`src/rtl/prio_arb_pkg.sv`:
```
package prio_arb_pkg;

    localparam int PRIO_W = 4;
    localparam int LVL_W  = PRIO_W + 1;

    localparam logic [LVL_W-1:0] LVL_IDLE  = 5'h10;
    localparam logic [15:0]      CTRL_KEY  = 16'h05FA;
    localparam logic [2:0]       GRP_RESET = 3'd7;

    typedef logic [PRIO_W-1:0] prio_t;
    typedef logic [LVL_W-1:0]  level_t;
    typedef logic [2:0]        grp_t;

    typedef struct packed {
        logic  valid;
        prio_t code;
    } cand_t;

    // stored field holds 7-g; out-of-range encodings saturate at g=4
    function automatic grp_t grp_decode(grp_t stored);
        return (stored < 3'd3) ? 3'd4 : (3'd7 - stored);
    endfunction

    function automatic prio_t pre_mask(grp_t g);
        prio_t m;
        m = '0;
        for (int b = 0; b < PRIO_W; b++) begin
            if (b >= PRIO_W - int'(g)) m[b] = 1'b1;
        end
        return m;
    endfunction

    function automatic level_t to_level(prio_t code, grp_t g);
        return {1'b0, code & pre_mask(g)};
    endfunction

endpackage

```
`src/rtl/prio_arb_regs.sv`:
```
module prio_arb_regs
    import prio_arb_pkg::*;
#(
    parameter int N_LINES = 60,
    parameter int ADDR_W  = 5
) (
    input  logic                       clk,
    input  logic                       rst,
    input  logic                       bus_sel,
    input  logic                       bus_we,
    input  logic [ADDR_W-1:0]          bus_addr,
    input  logic [31:0]                bus_wdata,
    output logic [31:0]                bus_rdata,
    output logic [N_LINES-1:0][PRIO_W-1:0] code_o,
    output grp_t                       grp_o
);
    localparam int N_WORDS = (N_LINES + 3) / 4;
    localparam int WIDX_W  = (N_WORDS > 1) ? $clog2(N_WORDS) : 1;
    localparam logic [ADDR_W-1:0] CTRL_ADDR = ADDR_W'(N_WORDS);

    logic [N_WORDS-1:0][3:0][PRIO_W-1:0] code_q;
    grp_t                                grp_q;
    logic [WIDX_W-1:0]                   widx;
    logic                                hit_code;
    logic                                hit_ctrl;
    logic                                unused_wbits;

    assign widx         = bus_addr[WIDX_W-1:0];
    assign hit_code     = bus_sel && (bus_addr < CTRL_ADDR);
    assign hit_ctrl     = bus_sel && (bus_addr == CTRL_ADDR);
    assign unused_wbits = ^bus_wdata;

    always_ff @(posedge clk) begin
        if (rst) begin
            code_q <= '0;
            grp_q  <= GRP_RESET;
        end else if (bus_we) begin
            if (hit_ctrl && bus_wdata[31:16] == CTRL_KEY) begin
                grp_q <= bus_wdata[10:8];
            end
            if (hit_code) begin
                for (int k = 0; k < 4; k++) begin
                    code_q[widx][k] <= bus_wdata[8*k+4 +: PRIO_W];
                end
            end
        end
    end

    always_comb begin
        bus_rdata = '0;
        if (hit_ctrl) begin
            bus_rdata[10:8] = grp_q;
        end else if (hit_code) begin
            for (int k = 0; k < 4; k++) begin
                bus_rdata[8*k+4 +: PRIO_W] = code_q[widx][k];
            end
        end
    end

    for (genvar i = 0; i < N_LINES; i++) begin : g_line
        assign code_o[i] = code_q[i/4][i%4];
    end

    assign grp_o = grp_decode(grp_q);

endmodule

```
`src/rtl/prio_arb_age.sv`:
```
module prio_arb_age #(
    parameter int N_LINES = 60,
    parameter int AGE_W   = 8
) (
    input  logic                            clk,
    input  logic                            rst,
    input  logic [N_LINES-1:0]              req_i,
    output logic [N_LINES-1:0][AGE_W-1:0]   age_o
);
    for (genvar i = 0; i < N_LINES; i++) begin : g_age
        logic [AGE_W-1:0] age_q;
        always_ff @(posedge clk) begin
            if (rst || !req_i[i]) begin
                age_q <= '0;
            end else if (age_q != '1) begin
                age_q <= age_q + AGE_W'(1);
            end
        end
        assign age_o[i] = age_q;
    end
endmodule

```
`src/rtl/prio_arb_pick.sv`:
```
module prio_arb_pick
    import prio_arb_pkg::*;
#(
    parameter int N_LINES = 60,
    parameter int AGE_W   = 8,
    parameter int LINE_W  = 6
) (
    input  logic [N_LINES-1:0]              req_i,
    input  logic [N_LINES-1:0][PRIO_W-1:0]  code_i,
    input  logic [N_LINES-1:0][AGE_W-1:0]   age_i,
    output cand_t                           win_o,
    output logic [LINE_W-1:0]               win_line_o
);
    localparam int KEY_W = PRIO_W + AGE_W;

    logic [KEY_W-1:0] best_key;
    logic [KEY_W-1:0] cand_key;

    // code first, then older (inverted age); strict compare keeps the lower line
    always_comb begin
        win_o      = '0;
        win_line_o = '0;
        best_key   = '1;
        cand_key   = '0;
        for (int i = 0; i < N_LINES; i++) begin
            cand_key = {code_i[i], ~age_i[i]};
            if (req_i[i] && (!win_o.valid || cand_key < best_key)) begin
                win_o.valid = 1'b1;
                win_o.code  = code_i[i];
                win_line_o  = LINE_W'(i);
                best_key    = cand_key;
            end
        end
    end
endmodule

```
`src/rtl/prio_arb_stack.sv`:
```
module prio_arb_stack
    import prio_arb_pkg::*;
#(
    parameter int DEPTH = 16
) (
    input  logic   clk,
    input  logic   rst,
    input  logic   push_i,
    input  logic   pop_i,
    input  level_t level_i,
    output level_t top_o,
    output level_t below_o,
    output logic   full_o
);
    localparam int CNT_W = $clog2(DEPTH + 1);
    localparam int IDX_W = (DEPTH > 1) ? $clog2(DEPTH) : 1;

    logic [DEPTH-1:0][LVL_W-1:0] mem_q;
    logic [CNT_W-1:0]            cnt_q;
    logic [IDX_W-1:0]            top_idx;
    logic [IDX_W-1:0]            below_idx;
    logic                        do_pop;

    assign top_idx   = IDX_W'(cnt_q - CNT_W'(1));
    assign below_idx = IDX_W'(cnt_q - CNT_W'(2));
    assign do_pop    = pop_i && (cnt_q != '0);
    assign full_o    = (cnt_q == CNT_W'(DEPTH));
    assign top_o     = (cnt_q == '0) ? LVL_IDLE : mem_q[top_idx];
    assign below_o   = (cnt_q <= CNT_W'(1)) ? LVL_IDLE : mem_q[below_idx];

    always_ff @(posedge clk) begin
        if (rst) begin
            cnt_q <= '0;
            mem_q <= '0;
        end else begin
            if (push_i && do_pop) begin
                mem_q[top_idx] <= level_i;
            end else if (push_i && !full_o) begin
                mem_q[IDX_W'(cnt_q)] <= level_i;
                cnt_q <= cnt_q + CNT_W'(1);
            end else if (do_pop) begin
                cnt_q <= cnt_q - CNT_W'(1);
            end
        end
    end
endmodule

```
`src/rtl/prio_preempt_arb.sv`:
```
module prio_preempt_arb
    import prio_arb_pkg::*;
#(
    parameter int N_LINES    = 60,
    parameter int AGE_W      = 8,
    parameter int NEST_DEPTH = 16,
    parameter int ADDR_W     = 5,
    parameter int LINE_W     = $clog2(N_LINES)
) (
    input  logic               clk,
    input  logic               rst,
    input  logic               bus_sel,
    input  logic               bus_we,
    input  logic [ADDR_W-1:0]  bus_addr,
    input  logic [31:0]        bus_wdata,
    output logic [31:0]        bus_rdata,
    input  logic [N_LINES-1:0] req_i,
    input  logic               done_i,
    output logic               take_o,
    output logic [LINE_W-1:0]  take_line_o,
    output logic [LVL_W-1:0]   run_level_o
);
    logic [N_LINES-1:0][PRIO_W-1:0] code;
    logic [N_LINES-1:0][AGE_W-1:0]  age;
    grp_t                           grp;
    cand_t                          win;
    logic [LINE_W-1:0]              win_line;
    level_t                         win_lvl;
    level_t                         top_lvl;
    level_t                         below_lvl;
    level_t                         cmp_lvl;
    logic                           full;
    logic                           take_now;

    prio_arb_regs #(.N_LINES(N_LINES), .ADDR_W(ADDR_W)) u_regs (
        .clk(clk), .rst(rst),
        .bus_sel(bus_sel), .bus_we(bus_we), .bus_addr(bus_addr),
        .bus_wdata(bus_wdata), .bus_rdata(bus_rdata),
        .code_o(code), .grp_o(grp)
    );

    prio_arb_age #(.N_LINES(N_LINES), .AGE_W(AGE_W)) u_age (
        .clk(clk), .rst(rst), .req_i(req_i), .age_o(age)
    );

    prio_arb_pick #(.N_LINES(N_LINES), .AGE_W(AGE_W), .LINE_W(LINE_W)) u_pick (
        .req_i(req_i), .code_i(code), .age_i(age),
        .win_o(win), .win_line_o(win_line)
    );

    // a completing handler hands the comparison to the level it uncovers
    assign win_lvl  = to_level(win.code, grp);
    assign cmp_lvl  = done_i ? below_lvl : top_lvl;
    assign take_now = win.valid && (win_lvl < cmp_lvl) && (!full || done_i);

    prio_arb_stack #(.DEPTH(NEST_DEPTH)) u_stack (
        .clk(clk), .rst(rst),
        .push_i(take_now), .pop_i(done_i), .level_i(win_lvl),
        .top_o(top_lvl), .below_o(below_lvl), .full_o(full)
    );

    always_ff @(posedge clk) begin
        if (rst) begin
            take_o      <= 1'b0;
            take_line_o <= '0;
        end else begin
            take_o      <= take_now;
            take_line_o <= win_line;
        end
    end

    assign run_level_o = top_lvl;

endmodule

```
`config.mk`:
```
export PLATFORM = sky130hd
export DESIGN_NAME = prio_preempt_arb
export DESIGN_NICKNAME = d
export VERILOG_FILES = /design/src/rtl/prio_arb_pkg.sv /design/src/rtl/prio_arb_regs.sv /design/src/rtl/prio_arb_age.sv /design/src/rtl/prio_arb_pick.sv /design/src/rtl/prio_arb_stack.sv /design/src/rtl/prio_preempt_arb.sv
export SDC_FILE = /design/constraint.sdc
export NUM_CORES = 2
export LEC_CHECK = 0
export ABC_AREA = 1
export BUFFER_PORTS_ARGS = -buffer_cell sky130_fd_sc_hd__clkbuf_2
export CAP_MARGIN = 25
export CORE_AREA = 10 10 369 299
export DETAILED_ROUTE_END_ITERATION = 10
export DIE_AREA = 0 0 379 309
export PLACE_DENSITY = 0.81
export SLEW_MARGIN = 20
export SYNTH_ARGS = -nofsm -noshare
export SYNTH_HDL_FRONTEND = slang
export SYNTH_SLANG_ARGS = --single-unit
```
`constraint.sdc`:
```
create_clock -name clk -period 129.9 [get_ports clk]
set_clock_uncertainty 0.2 [all_clocks]
set_input_delay 12.99 -clock clk [delete_from_list [all_inputs] [get_ports clk]]
set_output_delay 12.99 -clock clk [all_outputs]
set_load 0.03 [all_outputs]
```
* After elaboration in Yosys (flattened, before gate mapping)
Cells that the tools add are included.
** Word-level totals
- Bits in registers :: 815
- Input port bits :: 102
- Output and inout bits :: 44
- Logic and storage cells :: 946
** Cells by class
- $add $sub $neg :: 65
- Magnitude comparators :: 74
- Eq/ne operators :: 63
- Muxes and demuxes :: 223
- Bitwise operators :: 62
- Reductions and logical operators :: 318
** Operators with widths (number)
- $bwmux 240 :: 4
- $mux 12 :: 60
- $lt 12x12->1 :: 59
- $add 8x1->8 const B :: 60
- $ne 8x8->1 const B :: 60
- $not 8->8 :: 60
- $mux 5 :: 85
- $demux 16 s4 :: 4
- $mux 6 :: 28
- $bwmux 80 :: 2
- $mux 80 :: 2
- $logic_not 1->1 :: 120
- $logic_or 1x1->1 :: 120
- $logic_and 1x1->1 :: 70
- $mux 4 :: 17
- $bmux 16 s4 :: 1
- $bmux 5 s4 :: 2
- $demux 5 s4 :: 2
- $mux 16 :: 2
- $lt 4x5->1 const B :: 4
- $mux 3 :: 6
- $eq 16x11->1 const B :: 1
- $ge 4x1->1 const B :: 3
- $ge 3x4->1 const A :: 2
- 23 further kinds :: 31

* Longest topological paths before layout
- Word-level depth :: 245
- Depth in mapped cells :: 827
- Depth with buffers taken out :: 735

* Cells and area by module
Synthesis repeated with hierarchy kept, for this count alone.
** Second synthesis, totals
- Cell total of the unflattened synthesis :: 12226
- Area total of the unflattened synthesis :: 73709.4 µm²
** By module, submodules not included
- prio_arb_pick :: times used 1, cells each 5293, area an instance 30390.4 µm², sequential area each 0.0 µm²
- prio_arb_age :: times used 1, cells each 3699, area an instance 23830.4 µm², sequential area each 9609.2 µm²
- prio_arb_regs :: times used 1, cells each 2231, area an instance 13245.2 µm², sequential area each 4864.7 µm²
- prio_arb_stack :: times used 1, cells each 937, area an instance 5770.5 µm², sequential area each 1701.6 µm²
- prio_preempt_arb :: times used 1, cells each 66, area an instance 473.0 µm², sequential area each 140.1 µm²

* Worst setup path after synthesis
No wires, ideal clock.
- Kind :: in2reg
- Start :: in req_i[0]
- End :: reg u_stack.mem_q[38] in the netlist's numbering
- Setup time :: 0.070 ns
- Arrival :: 96.958 ns
- Required time :: 129.630 ns
- Setup slack :: 32.672 ns
- Stages :: 756
- Path buffers :: 95
- Cell sequence :: clkbuf_4 inv_1 nor2_1 ha_1 nand2_1 nor2_1 nand3_1 nor2_1 nand2_1 nand3_1 nand2_4 nand2_4 inv_1 clkbuf_1 o21a_1 ha_1 nand2_1 nor2_1 [... 720 more ...] a211oi_1 nor3_1 a2111oi_0 nand2_2 nand2_4 nand2_4 a311oi_4 buf_6 ha_1 inv_1 nor2_1 nand3_1 o2111ai_1 clkinv_1 clkbuf_8 nand3_2 o21ai_1 a21oi_1
** Between the ends
- Cells in the longest elaborated chain, start to end :: 243
- Elaborated cells on any way between the ends :: 366
- Those cells by class :: order compare (60); mux (123); bitwise (1); reduce/logical (182)
** RTL lines
- start, declared :: RTL line prio_preempt_arb.sv:17 : input logic [N_LINES-1:0] req_i,
- $mux 12 / $mux 5 (equally long branches) :: RTL line prio_arb_pick.sv:27 : if (req_i[i] && (!win_o.valid || cand_key < best_key)) begin
- $lt 12x12->1 / $logic_not 1->1 (equally long branches) :: RTL line prio_arb_pick.sv:27
- $logic_or 1x1->1 :: RTL line prio_arb_pick.sv:27
- $logic_and 1x1->1 :: RTL line prio_arb_pick.sv:27
- $mux 12 / $mux 5 (equally long branches) :: RTL line prio_arb_pick.sv:27
- $lt 12x12->1 / $logic_not 1->1 (equally long branches) :: RTL line prio_arb_pick.sv:27
- $logic_or 1x1->1 :: RTL line prio_arb_pick.sv:27
- $logic_and 1x1->1 :: RTL line prio_arb_pick.sv:27
- [... 226 more ...]
- $logic_or 1x1->1 :: RTL line prio_arb_pick.sv:27
- $logic_and 1x1->1 :: RTL line prio_arb_pick.sv:27
- $mux 5 (*) :: RTL line prio_arb_pick.sv:27
- $and 4x4->4 :: RTL line prio_arb_pkg.sv:34 : return {1'b0, code & pre_mask(g)};
- $lt 4x5->1 :: RTL line prio_preempt_arb.sv:54 : assign take_now = win.valid && (win_lvl < cmp_lvl) && (!full || done_i);
- $logic_and 1x1->1 (2 in series) :: RTL line prio_preempt_arb.sv:54
- $logic_and 1x1->1, on equally long branches :: RTL line prio_arb_stack.sv:36, prio_arb_stack.sv:38
- $mux 80 / $reduce_bool 2->1 (equally long branches)
- end signal, assigned by index :: RTL line prio_arb_stack.sv:37 : mem_q[top_idx] <= level_i;
- end signal, assigned by index :: RTL line prio_arb_stack.sv:39 : mem_q[IDX_W'(cnt_q)] <= level_i;
- end, declared :: RTL line prio_arb_stack.sv:18 : logic [DEPTH-1:0][LVL_W-1:0] mem_q;
Every way passes the cells marked *; elsewhere a longest branch is shown, timed or not. The select of a mux whose other input is x is not followed.
A chain may end at the register's enable or synchronous reset.

* Final worst setup path
- Start :: in req_i[0]
- End :: reg u_stack.cnt_q[3]
** Between the ends
- Cells in the longest elaborated chain, start to end :: 244
- Elaborated cells on any way between the ends :: 365
- Those cells by class :: order compare (60); mux (120); bitwise (2); reduce/logical (183)
** RTL lines
- $mux 12 / $mux 5 (equally long branches) :: RTL line prio_arb_pick.sv:27
- $lt 12x12->1 / $logic_not 1->1 (equally long branches) :: RTL line prio_arb_pick.sv:27
- $logic_or 1x1->1 :: RTL line prio_arb_pick.sv:27
- $logic_and 1x1->1 :: RTL line prio_arb_pick.sv:27
- $mux 12 / $mux 5 (equally long branches) :: RTL line prio_arb_pick.sv:27
- $lt 12x12->1 / $logic_not 1->1 (equally long branches) :: RTL line prio_arb_pick.sv:27
- $logic_or 1x1->1 :: RTL line prio_arb_pick.sv:27
- $logic_and 1x1->1 :: RTL line prio_arb_pick.sv:27
- [... 227 more ...]
- $logic_and 1x1->1 :: RTL line prio_arb_pick.sv:27
- $mux 5 (*) :: RTL line prio_arb_pick.sv:27
- $and 4x4->4 :: RTL line prio_arb_pkg.sv:34
- $lt 4x5->1 :: RTL line prio_preempt_arb.sv:54
- $logic_and 1x1->1 (*) (2 in series) :: RTL line prio_preempt_arb.sv:54
- $logic_and 1x1->1, on equally long branches :: RTL line prio_arb_stack.sv:38, prio_arb_stack.sv:36
- $reduce_bool 2->1 (no line) / $not 1->1 (equally long branches)
- $reduce_and 2->1 (no line)
- end signal, assigned :: RTL line prio_arb_stack.sv:40 : cnt_q <= cnt_q + CNT_W'(1);
- end signal, assigned :: RTL line prio_arb_stack.sv:42 : cnt_q <= cnt_q - CNT_W'(1);
- end, declared :: RTL line prio_arb_stack.sv:19 : logic [CNT_W-1:0] cnt_q;
Every way passes the cells marked *; elsewhere a longest branch is shown, timed or not.

==> run_results.csv <==
group,metric,value,unit
sta,fmax,8.725,MHz
synth,synth_seq_cells,799,
grt,antenna_found_initial,18,
worst_setup_path,cp_slowest_stage_delay,640,ps
clocking,root_buffer,"clkbuf_16",
synth,ys_seq_area_frac,0.2448,
floorplan,initial_utilization,0.6377,
final_layout,n_fill_cell,9111,
placed_design,place_ws,17120,ps
worst_setup_path,cp_common_cell,"nand2_4",
clocking,cts.repair.resized,0,
worst_setup_path,crit_slowest_cell,"o21ai_0",
clocking,cts.htree.levels,3,
clocking,clockBufferDepth,3,
final_layout,syn_to_final_growth,5.346,%
hold_path,hold_class,"register to register",
clocking,clk_latency,710,ps
floorplan,die_w,379,um
worst_setup_path,required,130270,ps
sta,setup_viol,0,
placed_design,dp_hpwl,147700,um
floorplan,io_pins,146,
detailed_routing,drt_iter0_markers,7079,
grt,gr-usage-all-layers,0.3136,
worst_setup_path,start_kind,"input port",
sta,final.min_clock_period,114610,ps
worst_setup_path,worst_ep_arrival_time,114990,ps
placed_design,dp.cells,11150,
detailed_routing,wirelength,192500,um
worst_setup_path,reg2reg_slack,27820,ps
clocking,cts_tree,"built",
sta,fin_setup_tns,0,ps
placed_design,io_buffer_count,127,
grt,grt_pass1_vias,59664,
worst_setup_path,r2r_cells,563,
worst_setup_path,path_max_fanout,36,
clocking,numCtsBuffers,88,
outcome,outcome,"complete, no violations",
placed_design,gp_congestion,0.9567,
run,maxCapViolCount,0,
detailed_routing,wl_per_cell,17.00,um
hold_path,hold_depth,2,
synth,yosysWarnings,0,
clocking,path_clk_slew,60,ps
floorplan,die-area,117100,um^2
clocking,cts_hold_buf,0,
sta,rsz0062_at_grt,"no",
synth,ys_types,70,
worst_setup_path,criticalPathCategory,"input port to register",
clocking,post-cts-setup-buffers,0,
synth,syn-instance-count,9973,
floorplan,row_count,105,
floorplan,core_area,102500,um^2
final_layout,nNetsFinal,10671,
detailed_routing,vias,67304,
sta,hold_viol,0,
synth,synth_edf_count,0,
synth,syn_area,65340,um^2
sta,tightestPinTransition,1182,ps
sta,slew_headroom,0.2119,
final_layout,layout-drive-gt1-share,0.07751,
detailed_routing,ant_nets,0,
grt,grt_overflow,0,
detailed_routing,vias_per_cell,5.944,
sta,period_share,0.8823,
grt,grt_max_degree,196,
worst_setup_path,critPathCaptureType,"register",
synth,synthFlopType,"dfxtp_1",
sta,drv_slew,0,
final_layout,stdcell_count,11323,
clocking,cts.sinks,799,
sta,setup_ws,15290,ps
detailed_routing,drc,0,
floorplan,fp.dieH,309,um
synth,avgSynthCellArea,6.552,um^2
synth,async_reset_ff_frac,0,
detailed_routing,firstDrtPassIters,8,
grt,grt_first_pass_wirelength,307200,um
## synthesized netlist by cell type (all sizes together) (5+ instances only)
cell type / instances / area (um^2)
nand2: 2284 / 9538
inv: 1434 / 5388
o21ai: 1217 / 6091
nor2: 878 / 3331
dfxtp: 799 / 16000
ha: 665 / 8320
nand3: 584 / 3376
a21oi: 532 / 2670
nor3: 279 / 1396
clkbuf: 224 / 1295
a31oi: 192 / 1201
nand4: 174 / 1101
a211oi: 172 / 1291
o22ai: 108 / 675.7
buf: 89 / 753.2
a21o: 56 / 455.4
mux2: 55 / 619.3
o21a: 51 / 384.1
a311oi: 30 / 280.3
or2: 24 / 150.1
o221ai: 17 / 161.4
clkinv: 15 / 68.82
o211ai: 15 / 112.6
nor4: 13 / 81.33
o311ai: 9 / 78.83
a22oi: 7 / 52.55
xor2: 7 / 61.31
o2111ai: 5 / 43.79
## layer usage
layer  global-route usage  vias to the layer above  wire length [um]
met5                    0                        -                70
met4              0.09237                       10              5843
met3              0.06148                      403             19140
met2               0.4746                     2740             80500
met1               0.4466                    30680             86910
li1                     -                    33471                 -
## per-stage QoR
step | cell area (um^2) | hold slack, ps | util
after global routing | 68830 | 273.1 | 0.6717
final | 68840 | 260.8 | 0.6718
after global placement | 65750 | 243.7 | 0.6416
after floorplan | 65390 | 228.9 | -
after detailed placement | 65750 | 244.1 | 0.6416
after CTS | 68800 | 258.0 | 0.6714
## layout make-up
cell class                      count  area, um^2  share of cell area
Inverter                         1450        5482             0.07963
Timing Repair Buffer              145       783.3             0.01138
Clock buffer                      120        2554             0.03710
Clock inverter                     39       498.0            0.007234
Antenna cell                       13       32.53           0.0004726
Multi-Input combinational cell   7420       41820              0.6075
Sequential cell                   799       16000              0.2324
Tap cell                         1337        1673             0.02430
## sequential cells by signal, summed over array words and instances, names as in the netlist
signal	flops
take_line_o	6
take_o	1
u_age.g_age.age_q	480
u_regs.code_o	240
u_regs.grp_q	3
u_stack.cnt_q	5
u_stack.mem_q	64
## cells by family (layout without fill, tap and decap cells)
| group | after synthesis | in the layout | share of synthesized area |
|---|---|---|---|
| flops | 799 | 799 | 0.2448 |
| other cells | 1 | 26 | 0.00005739 |
| simple gates | 4239 | 4239 | 0.2907 |
| compound gates | 2437 | 2437 | 0.2101 |
| xor+xnor | 10 | 10 | 0.001340 |
| fa+ha+maj | 665 | 665 | 0.1273 |
| mux | 56 | 56 | 0.009631 |
| buf+inv | 1766 | 1754 | 0.1161 |
## critical path, delay by kind of cell
family / cells / cell delay (ps)
adder cells (fa/ha/maj): 60 / 18260
AND/OR/NAND/NOR: 314 / 39210
buffers and inverters: 53 / 9760
AO/OA/AOI/OAI: 138 / 34360
## layout by cell type (no fill, tap or decap), types with 65 or more instances in the layout
master | synthesis | routed
nand2_2 | 124 | 125
a21oi_1 | 530 | 530
o21ai_0 | 1152 | 1152
nand2_4 | 85 | 85
nand4_1 | 172 | 172
o22ai_1 | 108 | 108
ha_1 | 665 | 665
inv_1 | 1366 | 1366
clkbuf_2 | 0 | 127
dfxtp_1 | 799 | 798
a211oi_1 | 172 | 172
clkbuf_16 | 0 | 89
o21ai_1 | 65 | 65
nand3_1 | 510 | 510
nor2_1 | 872 | 872
inv_2 | 66 | 65
nor3_1 | 279 | 279
a31oi_1 | 192 | 192
nand2_1 | 2074 | 2073
## final timing paths
| check | startpoint | end |
|---|---|---|
| setup / recovery | req_i[0] | u_stack.cnt_q[3] |
| hold / removal | u_stack.mem_q[77] | u_stack.mem_q[77] |
| setup reg to reg | u_regs.code_o[1] | u_stack.cnt_q[3] |
| hold reg to reg | u_stack.mem_q[77] | u_stack.mem_q[77] |
Power is left out: the tool's default activity adds up to more than one toggle a clock period on the data nets, which glitch-free logic cannot reach.
